**src/rtl/hdlc_chan_pkg.sv**
```systemverilog
package hdlc_chan_pkg;
  localparam int WORD_BYTES = 4;
  localparam int LANE_W = $clog2(WORD_BYTES + 1);

  // strobes from the control side to the FIFO datapath
  typedef struct packed {
    logic              txFlush;
    logic              rxFlush;
    logic [LANE_W-1:0] txPushN;
    logic              txPop;
    logic              rxPush;
    logic [7:0]        rxByte;
    logic [LANE_W-1:0] rxPopN;
  } pathCtl_t;
endpackage

```
**src/rtl/hdlc_byte_fifo.sv**
```systemverilog
module hdlc_byte_fifo #(
  parameter int DEPTH = 32,
  parameter int PUSH_LANES = 4,
  parameter int POP_LANES = 1,
  localparam int AW = $clog2(DEPTH),
  localparam int CW = $clog2(DEPTH + 1),
  localparam int PW = $clog2(PUSH_LANES + 1),
  localparam int QW = $clog2(POP_LANES + 1)
) (
  input  logic                    clk,
  input  logic                    rstN,
  input  logic                    flush,
  input  logic [PW-1:0]           pushN,
  input  logic [8*PUSH_LANES-1:0] pushData,
  input  logic [QW-1:0]           popN,
  output logic [8*POP_LANES-1:0]  headData,
  output logic [CW-1:0]           count
);
  logic [7:0]    mem [DEPTH];
  logic [AW-1:0] wrPtr, rdPtr;

  always_ff @(posedge clk) begin
    for (int k = 0; k < PUSH_LANES; k++) begin
      if (!flush && PW'(k) < pushN) mem[wrPtr + AW'(k)] <= pushData[8*k +: 8];
    end
  end

  always_ff @(posedge clk or negedge rstN) begin
    if (!rstN) begin
      wrPtr <= '0;
      rdPtr <= '0;
      count <= '0;
    end else if (flush) begin
      wrPtr <= '0;
      rdPtr <= '0;
      count <= '0;
    end else begin
      wrPtr <= wrPtr + AW'(pushN);
      rdPtr <= rdPtr + AW'(popN);
      count <= count + CW'(pushN) - CW'(popN);
    end
  end

  // lanes past the stored count read as zero
  for (genvar k = 0; k < POP_LANES; k++) begin : g_head
    assign headData[8*k +: 8] = (CW'(k) < count) ? mem[rdPtr + AW'(k)] : 8'h00;
  end
endmodule

```
**src/rtl/hdlc_fifo_path.sv**
```systemverilog
module hdlc_fifo_path
  import hdlc_chan_pkg::*;
#(
  parameter int DEPTH = 32,
  localparam int CW = $clog2(DEPTH + 1)
) (
  input  logic                    clk,
  input  logic                    rstN,
  input  pathCtl_t                pathCtl,
  input  logic [8*WORD_BYTES-1:0] hostWdata,
  output logic [7:0]              txHead,
  output logic [CW-1:0]           txCount,
  output logic [8*WORD_BYTES-1:0] rxWord,
  output logic [CW-1:0]           rxCount
);
  hdlc_byte_fifo #(.DEPTH(DEPTH), .PUSH_LANES(WORD_BYTES), .POP_LANES(1)) u_txPool (
    .clk(clk), .rstN(rstN), .flush(pathCtl.txFlush),
    .pushN(pathCtl.txPushN), .pushData(hostWdata),
    .popN(pathCtl.txPop), .headData(txHead), .count(txCount)
  );

  hdlc_byte_fifo #(.DEPTH(DEPTH), .PUSH_LANES(1), .POP_LANES(WORD_BYTES)) u_rxPool (
    .clk(clk), .rstN(rstN), .flush(pathCtl.rxFlush),
    .pushN(pathCtl.rxPush), .pushData(pathCtl.rxByte),
    .popN(pathCtl.rxPopN), .headData(rxWord), .count(rxCount)
  );
endmodule

```
**src/rtl/hdlc_chan_ctrl.sv**
```systemverilog
module hdlc_chan_ctrl
  import hdlc_chan_pkg::*;
#(
  parameter int DEPTH = 32,
  parameter logic [3:0] VERSION = 4'h3,
  localparam int CW = $clog2(DEPTH + 1)
) (
  input  logic                    clk,
  input  logic                    rstN,
  input  logic                    hostSel,
  input  logic                    hostWr,
  input  logic                    hostRd,
  input  logic                    wrTxRst,
  input  logic                    wrRxRst,
  input  logic                    wrEom,
  input  logic [7:0]              wrLen,
  input  logic [7:0]              wrMode,
  input  logic                    lineTxReq,
  input  logic                    lineRxValid,
  input  logic [7:0]              lineRxData,
  input  logic                    lineRxEnd,
  input  logic [2:0]              lineRxStat,
  input  logic [7:0]              txHead,
  input  logic [CW-1:0]           txCount,
  input  logic [8*WORD_BYTES-1:0] rxWord,
  input  logic [CW-1:0]           rxCount,
  output pathCtl_t                pathCtl,
  output logic [8*WORD_BYTES-1:0] hostRdata,
  output logic                    irq,
  output logic [7:0]              chanMode,
  output logic                    lineTxValid,
  output logic [7:0]              lineTxData,
  output logic                    lineTxEof
);
  localparam logic [CW-1:0] FULL  = CW'(DEPTH);
  localparam logic [CW-1:0] LAST  = CW'(DEPTH - 1);
  localparam logic [CW-1:0] WB    = CW'(WORD_BYTES);
  localparam logic [CW-1:0] ONE   = CW'(1);
  localparam logic [7:0]    DEPTH8 = 8'(DEPTH);

  logic [7:0]    modeReg;
  logic [CW-1:0] loadLeft;
  logic          blockEom, eomArmed, txBusy;
  logic [2:0]    cause;   // {txReady, underrun, rxReady}
  logic          rdo, rme;
  logic [2:0]    rsta;

  logic ctlWr, fifoWr, statRd, fifoRd, txRst, rxRst, loopOn, hdlcOn;
  logic [CW-1:0] take, freeSpace, blockLen, rmlCount;
  logic [LANE_W-1:0] pushN, popWordN;
  logic blockDone, popReq, txEmpty, doPop, lastByte, frameEnd, underrun, drainEmpty;
  logic rxInValid, rxInEnd, rxAccept, rxDrop, endSeen, rprSet, xprSet;
  logic [7:0] rxInByte;
  logic [2:0] rxInStat;
  logic [31:0] statusWord;

  always_comb begin
    ctlWr  = hostWr & ~hostSel;
    fifoWr = hostWr & hostSel;
    statRd = hostRd & ~hostSel;
    fifoRd = hostRd & hostSel;
    txRst  = ctlWr & wrTxRst;
    rxRst  = ctlWr & wrRxRst;
    loopOn = modeReg[7];
    hdlcOn = modeReg[0];

    // transmit loading
    blockLen  = (wrLen == 8'h00 || wrLen > DEPTH8) ? FULL : CW'(wrLen);
    take      = (loadLeft < WB) ? loadLeft : WB;
    freeSpace = FULL - txCount;
    pushN     = '0;
    if (fifoWr) pushN = (take <= freeSpace) ? LANE_W'(take) : LANE_W'(freeSpace);
    blockDone = fifoWr && (loadLeft != '0) && (loadLeft <= WB);

    // transmit draining
    popReq     = loopOn ? 1'b1 : lineTxReq;
    txEmpty    = (txCount == '0);
    lastByte   = (txCount == ONE);
    doPop      = popReq & ~txEmpty & ~txRst;
    frameEnd   = doPop & lastByte & eomArmed & hdlcOn;
    underrun   = popReq & txEmpty & txBusy & ~txRst;
    drainEmpty = doPop & lastByte & (pushN == '0);
    xprSet     = drainEmpty | txRst;

    // receive source: line or internal loop
    rxInValid = loopOn ? doPop    : lineRxValid;
    rxInByte  = loopOn ? txHead   : lineRxData;
    rxInEnd   = loopOn ? frameEnd : lineRxEnd;
    rxInStat  = loopOn ? 3'b011   : lineRxStat;
    rxAccept  = rxInValid & (rxCount != FULL) & ~rxRst;
    rxDrop    = rxInValid & (rxCount == FULL) & ~rxRst;
    endSeen   = rxAccept & rxInEnd & hdlcOn;
    rprSet    = rxAccept & ((rxCount == LAST) | (rxInEnd & hdlcOn));
    popWordN  = '0;
    if (fifoRd) popWordN = (rxCount < WB) ? LANE_W'(rxCount) : LANE_W'(WB);

    pathCtl.txFlush = txRst;
    pathCtl.rxFlush = rxRst;
    pathCtl.txPushN = pushN;
    pathCtl.txPop   = doPop;
    pathCtl.rxPush  = rxAccept;
    pathCtl.rxByte  = rxInByte;
    pathCtl.rxPopN  = popWordN;

    rmlCount   = (rxCount == FULL) ? '0 : rxCount;
    statusWord = {4'h0, VERSION, 10'h000, 6'(rmlCount), cause, rdo, rsta, rme};
    hostRdata  = hostSel ? rxWord : statusWord;
  end

  assign irq         = |cause;
  assign chanMode    = modeReg;
  assign lineTxValid = doPop & ~loopOn;
  assign lineTxData  = txHead;
  assign lineTxEof   = frameEnd & ~loopOn;

  always_ff @(posedge clk or negedge rstN) begin
    if (!rstN) begin
      modeReg  <= '0;
      loadLeft <= '0;
      blockEom <= 1'b0;
      eomArmed <= 1'b0;
      txBusy   <= 1'b0;
      cause    <= '0;
      rdo      <= 1'b0;
      rme      <= 1'b0;
      rsta     <= '0;
    end else begin
      if (ctlWr) modeReg <= wrMode;

      if (txRst)       loadLeft <= '0;
      else if (ctlWr)  loadLeft <= blockLen;
      else if (fifoWr) loadLeft <= loadLeft - take;

      if (ctlWr && !wrTxRst) blockEom <= wrEom;

      if (txRst)                             eomArmed <= 1'b0;
      else if (blockDone && blockEom && hdlcOn) eomArmed <= 1'b1;
      else if (frameEnd)                     eomArmed <= 1'b0;

      if (txRst || underrun || frameEnd) txBusy <= 1'b0;
      else if (doPop)                    txBusy <= 1'b1;

      cause <= (statRd ? 3'b000 : cause) | {xprSet, underrun, rprSet};

      if (rxRst) begin
        rdo  <= 1'b0;
        rme  <= 1'b0;
        rsta <= '0;
      end else begin
        if (rxDrop) rdo <= 1'b1;
        if (endSeen) begin
          rme  <= 1'b1;
          rsta <= rxInStat;
        end
      end
    end
  end
endmodule

```
**src/rtl/hdlc_chan_regs.sv**
```systemverilog
module hdlc_chan_regs
  import hdlc_chan_pkg::*;
#(
  parameter int DEPTH = 32,
  parameter logic [3:0] VERSION = 4'h3
) (
  input  logic        clk,
  input  logic        rstN,
  input  logic        hostSel,
  input  logic        hostWr,
  input  logic        hostRd,
  input  logic [31:0] hostWdata,
  output logic [31:0] hostRdata,
  output logic        irq,
  output logic [7:0]  chanMode,
  input  logic        lineTxReq,
  output logic        lineTxValid,
  output logic [7:0]  lineTxData,
  output logic        lineTxEof,
  input  logic        lineRxValid,
  input  logic [7:0]  lineRxData,
  input  logic        lineRxEnd,
  input  logic [2:0]  lineRxStat
);
  localparam int CW = $clog2(DEPTH + 1);

  pathCtl_t      pathCtl;
  logic [7:0]    txHead;
  logic [CW-1:0] txCount, rxCount;
  logic [31:0]   rxWord;

  hdlc_chan_ctrl #(.DEPTH(DEPTH), .VERSION(VERSION)) u_ctrl (
    .clk(clk), .rstN(rstN),
    .hostSel(hostSel), .hostWr(hostWr), .hostRd(hostRd),
    .wrTxRst(hostWdata[7]), .wrRxRst(hostWdata[5]), .wrEom(hostWdata[0]),
    .wrLen(hostWdata[15:8]), .wrMode(hostWdata[23:16]),
    .lineTxReq(lineTxReq), .lineRxValid(lineRxValid), .lineRxData(lineRxData),
    .lineRxEnd(lineRxEnd), .lineRxStat(lineRxStat),
    .txHead(txHead), .txCount(txCount), .rxWord(rxWord), .rxCount(rxCount),
    .pathCtl(pathCtl), .hostRdata(hostRdata), .irq(irq), .chanMode(chanMode),
    .lineTxValid(lineTxValid), .lineTxData(lineTxData), .lineTxEof(lineTxEof)
  );

  hdlc_fifo_path #(.DEPTH(DEPTH)) u_path (
    .clk(clk), .rstN(rstN), .pathCtl(pathCtl), .hostWdata(hostWdata),
    .txHead(txHead), .txCount(txCount), .rxWord(rxWord), .rxCount(rxCount)
  );
endmodule

```
**config.mk**
```make
export PLATFORM = sky130hd
export DESIGN_NAME = hdlc_chan_regs
export DESIGN_NICKNAME = d
export VERILOG_FILES = /design/src/rtl/hdlc_chan_pkg.sv /design/src/rtl/hdlc_byte_fifo.sv /design/src/rtl/hdlc_fifo_path.sv /design/src/rtl/hdlc_chan_ctrl.sv /design/src/rtl/hdlc_chan_regs.sv
export SDC_FILE = /design/constraint.sdc
export NUM_CORES = 2
export LEC_CHECK = 0
export BUFFER_PORTS_ARGS = -buffer_cell sky130_fd_sc_hd__buf_2
export CAP_MARGIN = 30
export CELL_PAD_IN_SITES_DETAIL_PLACEMENT = 0
export CELL_PAD_IN_SITES_GLOBAL_PLACEMENT = 1
export CORE_ASPECT_RATIO = 1.2
export CORE_MARGIN = 5
export CORE_UTILIZATION = 25
export DETAILED_ROUTE_END_ITERATION = 7
export PLACE_DENSITY_LB_ADDON = 0.1
export SYNTH_ARGS = -nofsm -noshare
export SYNTH_HDL_FRONTEND = slang
export SYNTH_SLANG_ARGS = --single-unit
export TNS_END_PERCENT = 30
```
**constraint.sdc**
```tcl
create_clock -name clk -period 8 [get_ports clk]
set_input_delay 0.4 -clock clk [delete_from_list [all_inputs] [get_ports clk]]
set_output_delay 0.4 -clock clk [all_outputs]
set_load 0.005 [all_outputs]
```
# == Word-level counts from Yosys, hierarchy flattened ==
# Memories as Yosys holds them, arrays and structs flattened.
# Index checks and enable logic that the tools add are counted.
# word_totals
ff_bits,57
mem_bits_rw,512
in_bits,51
out_inout_bits,51
elab_cells,160
n_memories,2
# memory_table
name,depth,word_bits,read_ports,rd_clocked_by_memory_dff,wr,line_no,source
u_path.u_rxPool.mem,32,8,4,0,1,hdlc_byte_fifo.sv:19,logic [7:0] mem [DEPTH];
u_path.u_txPool.mem,32,8,1,0,4,hdlc_byte_fifo.sv:19,
# classes
n_addsub,16
order_cmp,15
n_eq_ne,4
n_mux,49
bitwise,33
reduce_logical,26
# ops
op,n
$mux W6,8
$mux W8,6
$mux W32,1
$and A1 B1 Y1,25
$mux W3,8
$mux W1,22
$add A5 B2 Y5 const B,4
$mux W5,4
$lt A1 B6 Y1 const A,3
$lt A2 B6 Y1 const A,2
$lt A6 B3 Y1 const B,2
$add A5 B1 Y5,2
$add A5 B1 Y5 const B,2
$add A5 B3 Y5,2
$logic_and A1 B1 Y1,10
$gt A8 B6 Y1 const B,1
$logic_not A8 Y1,1
$add A6 B1 Y6,1
$add A6 B3 Y6,1
$eq A6 B1 Y1 const B,1
$eq A6 B5 Y1 const B,1
$eq A6 B6 Y1 const B,1
$le A6 B3 Y1 const B,1
$le A6 B6 Y1,1
19 further kinds,33

# == Longest topological paths before layout ==
# depth
word_depth,13
ltp_mapped,22
ltp_nobuf,20

# == By module ==
# Synthesis repeated with hierarchy kept, for this count alone.
# hier_totals
hier_cells,3314
hier_area_um2,40207.3
# by_module_without_submodules
mod,instances,cells_each,area_per_inst_um2
hdlc_byte_fifo at u_path.u_txPool,1,1995,20248.2
hdlc_byte_fifo at u_path.u_rxPool,1,1068,17777.0
hdlc_chan_ctrl,1,251,2182.1

# == Worst setup path after synthesis ==
# No wires, ideal clock.
# synth_path
path_kind,register -> register
startpoint,reg u_ctrl.loadLeft[2]
endpoint,reg u_path.u_txPool.count[5]
arrival_ns,4.738
t_required_ns,7.868
slack_ns,3.130
stages_incl_launch_ff,21
n_path_buf,4
synth_period_minus_slack_ns,4.870
cell_sequence,dfrtp_1 nor4_4 inv_2 clkbuf_1 clkbuf_1 ha_1 and4_1 o21ai_1 a21oi_1 clkbuf_1 clkbuf_1 o21ai_0 or2_2 ha_1 inv_1 ha_1 a21o_1 a21oi_1 o21bai_1 xor2_1 nor2_1
# synth_via
elab_chain_len,8
# synth_rtl
element,line_no,source
"start, declared",hdlc_chan_ctrl.sv:42,logic [CW-1:0] loadLeft;
"start signal, assigned",hdlc_chan_ctrl.sv:131,else if (ctlWr) loadLeft <= blockLen;
"start signal, assigned",hdlc_chan_ctrl.sv:132,else if (fifoWr) loadLeft <= loadLeft - take;
$lt A6 B3 Y1,hdlc_chan_ctrl.sv:69,take = (loadLeft < WB) ? loadLeft : WB;
$mux W6 *,hdlc_chan_ctrl.sv:69,
$le A6 B6 Y1,hdlc_chan_ctrl.sv:72,if (fifoWr) pushN = (take <= freeSpace) ? LANE_W'(take) : LANE_W'(freeSpace);
$mux W3 * (2 in series),hdlc_chan_ctrl.sv:72,
$add A6 B3 Y6 *,hdlc_byte_fifo.sv:40,count <= count + CW'(pushN) - CW'(popN);
$sub A6 B1 Y6 *,hdlc_byte_fifo.sv:40,
$mux W6 *,hdlc_byte_fifo.sv:33,end else if (flush) begin
"end signal, assigned",hdlc_byte_fifo.sv:40,
"end, declared",hdlc_byte_fifo.sv:17,output logic [CW-1:0] count
# Every way passes the cells marked *; elsewhere a longest branch is shown, timed or not.
# A chain may end at the register's enable or synchronous reset.

==> flow_summary.ini <==
[final_layout]
areaGrowthSynthToFinish_pct = 15.3
final_common_cell = edfxtp_1
post-route-util = 0.290
layout_common_cells = edfxtp_1, mux4_2, nor2_1, mux2i_1, o21ai_0
final_nets = 3490
drive_above_1_share = 0.211
fill_cells = 16000

[setup_path]
worstPathCellList = inv_1 -> ha_1 -> xnor2_1 -> inv_1 -> ha_1 -> and4_1 -> o21ai_1 -> a31o_2 -> buf_4 -> nor2_1 -> a221oi_4 -> buf_8 -> o2111ai_1
reg2reg_depth = 13
cp-end-kind = register
max_stage_delay_ps = 810
rr_endpoint = u_path.u_txPool.mem[26][6]$_DFFE_PP_
crit_type = reg -> reg
crit_fanout = 33
arrival_ps = 5780
regToRegStartpoint = u_path.u_txPool.count[0]$_DFF_PN0_
slowest_stage = a221oi_4
worstPathRequired_ps = 8220
start_kind = register
regToRegSetupSlack_ps = 2450

[place]
dp_hpwl_um = 149000
io_buffers = 101
gp_congestion = 0.930

[synth]
synth_edf_count = 512
syn_avg_cell_area_um2 = 11.7
synth_warnings = 0
syn-cell-area_um2 = 39400
synthFlopType = edfxtp_1
ys_ff_latch = 569
synth_cell_type_count = 78
synth_seq_area_share = 0.426
synthArstFlopShare = 0.100
syn_inst = 3365

[floorplanning]
dieWidth_um = 372
rows = 159
ios = 102
die_h_um = 445
start_util = 0.252
die_area_um2 = 166000
core_area_um2 = 157000

[global_routing]
grt_overflow = 0
antenna_found_initial = 14
gr-usage-all-layers = 0.249
grt_pass1_vias = 33300
grt_pass1_wl_um = 286000
grt_max_degree = 66

[clocking]
clockBufferDepth = 3
cts.sinks = 569
cts_tree = built
insertion_delay_ps = 690
cts-root-buf = clkbuf_16
cts.clk_slew.worst_paths_ps = 60
cts_setup_buffers = 0
cts_buffers = 71
cts_max_level = 3

[sta]
finalSetupViolCount = 0
skew_ps = 45.8
worst_slew_pin_slew_ps = 1100
relSlewSlack = 0.245
fin_crit_ps = 5550
hold_viol_final = 0
tns_ps = 0
fin_crit_sh = 0.694
clock.fmax_mhz = 180
drv_slew = 0
rsz0062_at_grt = no

[run_status]
status = finished, final reports clean

[routing]
dr.first_iter.drc_count = 3986
drt_pass1_iterations = 6
vias_per_cell = 6.10
drt_drc_violations_left = 0
routedWlPerCell_um = 38.3
vias = 33800
drt-total-wl_um = 213000
ant_nets = 0

[power]
vdd_drop_max_v = 0.000335
p_leak_nw = 14.7
power.density_nw_per_um2 = 371

[run]
max_cap_viol_count = 0

[hold_path]
hp-class = in -> async
## cells in the mapped netlist, types with 6 or more instances
cell | count | share of area
buf_1 | 47 | 0.0045
o2111ai_1 | 15 | 0.0033
edfxtp_1 | 512 | 0.39
xor2_1 | 13 | 0.0029
nor4_1 | 9 | 0.0014
nor2_1 | 217 | 0.021
or2_2 | 10 | 0.0016
a221oi_1 | 117 | 0.026
xnor2_1 | 28 | 0.0062
o22ai_1 | 38 | 0.0060
a2111o_1 | 12 | 0.0034
a22o_1 | 37 | 0.0082
clkbuf_1 | 256 | 0.024
nand3_1 | 41 | 0.0052
a21oi_1 | 86 | 0.011
a2111oi_2 | 8 | 0.0030
o31ai_1 | 76 | 0.014
and3_1 | 28 | 0.0044
a211oi_1 | 92 | 0.018
and2_1 | 70 | 0.011
a21boi_0 | 9 | 0.0017
nand2b_1 | 12 | 0.0019
inv_1 | 64 | 0.0061
a31oi_1 | 88 | 0.014
nand2_1 | 173 | 0.016
ha_1 | 47 | 0.015
mux2i_1 | 215 | 0.055
o221ai_1 | 32 | 0.0071
o2bb2ai_1 | 152 | 0.034
a21o_1 | 8 | 0.0015
or4_1 | 13 | 0.0025
o211a_1 | 37 | 0.0094
mux4_2 | 272 | 0.16
o2111a_1 | 8 | 0.0023
nor3_1 | 48 | 0.0061
nor2b_1 | 10 | 0.0016
dfrtp_1 | 57 | 0.036
a221o_1 | 37 | 0.0094
nand3b_1 | 6 | 0.0011
o21ai_0 | 204 | 0.026
o211ai_1 | 47 | 0.0090
buf_2 | 32 | 0.0041
## power breakdown
part	switching, W	internal (W)
Sequential	0.000306	0.00378
Combinational	0.00607	0.00334
Clock	0.00142	0.00193
Total	0.00779	0.00905
## layer usage
| metal | wire (um) | GRT usage | part of all wire |
|---|---|---|---|
| met5 | 34 | 0 | 0.00016 |
| met4 | 15100 | 0.149 | 0.071 |
| met3 | 14900 | 0.0431 | 0.070 |
| met2 | 102000 | 0.419 | 0.48 |
| met1 | 80400 | 0.298 | 0.38 |
## logic make-up (layout without fill, tap and decap cells)
kind of cell / count (synthesis) / in the layout / synth area share
XOR/XNOR: 41 / 41 / 0.00912
flip-flops: 569 / 569 / 0.426
other: 2 / 13 / 0.000191
buffers and inverters: 406 / 484 / 0.0397
adder cells (fa/ha/maj): 51 / 51 / 0.0170
AO/OA/AOI/OAI: 1145 / 1145 / 0.217
multiplexers: 488 / 488 / 0.210
AND/OR/NAND/NOR: 663 / 663 / 0.0801
## registers in the layout (all words and copies together) (netlist names), 3 cells and up
name	cells
u_ctrl.cause	3
u_ctrl.chanMode	8
u_ctrl.loadLeft	6
u_ctrl.rsta	3
u_path.u_rxPool.count	6
u_path.u_rxPool.mem	256
u_path.u_rxPool.rdPtr	5
u_path.u_rxPool.wrPtr	5
u_path.u_txPool.count	6
u_path.u_txPool.mem	256
u_path.u_txPool.rdPtr	5
u_path.u_txPool.wrPtr	5
## what timing repair did
action                                 4_1_cts  5_1_grt
endpoints found under the hold margin       60        0
hold buffers                                 4        0
resized for setup                            0        0
## cell type report
cell class	instances	area (um^2)	share of cell area
flip-flops and latches	569	16800	0.370
repair buffers	283	2020	0.0445
well taps	2093	2620	0.0577
clock inverters	51	513	0.0113
multi-input cells	2392	21300	0.470
diodes	9	22.5	0.000496
inverters	71	268	0.00589
clock buffers	79	1840	0.0405
## worst max-delay path: cells and delay by family, from the launching register on
| kind | cells | cell delay (ps) |
|---|---|---|
| compound gates | 4 | 2080 |
| xor+xnor | 1 | 510 |
| buf+inv | 4 | 980 |
| simple gates | 2 | 430 |
| flops | 1 | 470 |
| fa+ha+maj | 2 | 590 |
## stage by stage
step | setup slack [ps] | hold slack [ps] | std cells | total power, W | cell area (um^2)
after floorplan | 3130 | 104 | 3367 | 0.00952 | 39400
after global placement | 2340 | 481 | 5377 | 0.0134 | 42700
after detailed placement | 2540 | 481 | 5394 | 0.0135 | 42900
after CTS | 2370 | 115 | 5528 | 0.0169 | 45300
after global routing | 2070 | 179 | 5538 | 0.0175 | 45400
final | 2450 | 167 | 5547 | 0.0168 | 45400
## worst max path at each step
stage / start / to / slack (ps) / cells past startpoint
after floorplan: u_ctrl.loadLeft[2]$_DFFE_PN0P_ / u_path.u_txPool.count[5]$_DFF_PN0_ / 3130 / 20
after global placement: u_path.u_txPool.count[0]$_DFF_PN0_ / u_path.u_txPool.mem[30][1]$_DFFE_PP_ / 2340 / 12
after detailed placement: u_path.u_txPool.count[0]$_DFF_PN0_ / u_path.u_txPool.mem[23][4]$_DFFE_PP_ / 2540 / 11
after CTS: u_path.u_rxPool.rdPtr[1]$_DFF_PN0_ / hostRdata[12] / 2370 / 8
after global routing: u_path.u_txPool.count[0]$_DFF_PN0_ / u_path.u_txPool.count[5]$_DFF_PN0_ / 2070 / 18
final: u_path.u_txPool.count[0]$_DFF_PN0_ / u_path.u_txPool.mem[26][6]$_DFFE_PP_ / 2450 / 13
No activity file was read; power rests on OpenSTA's default activity.
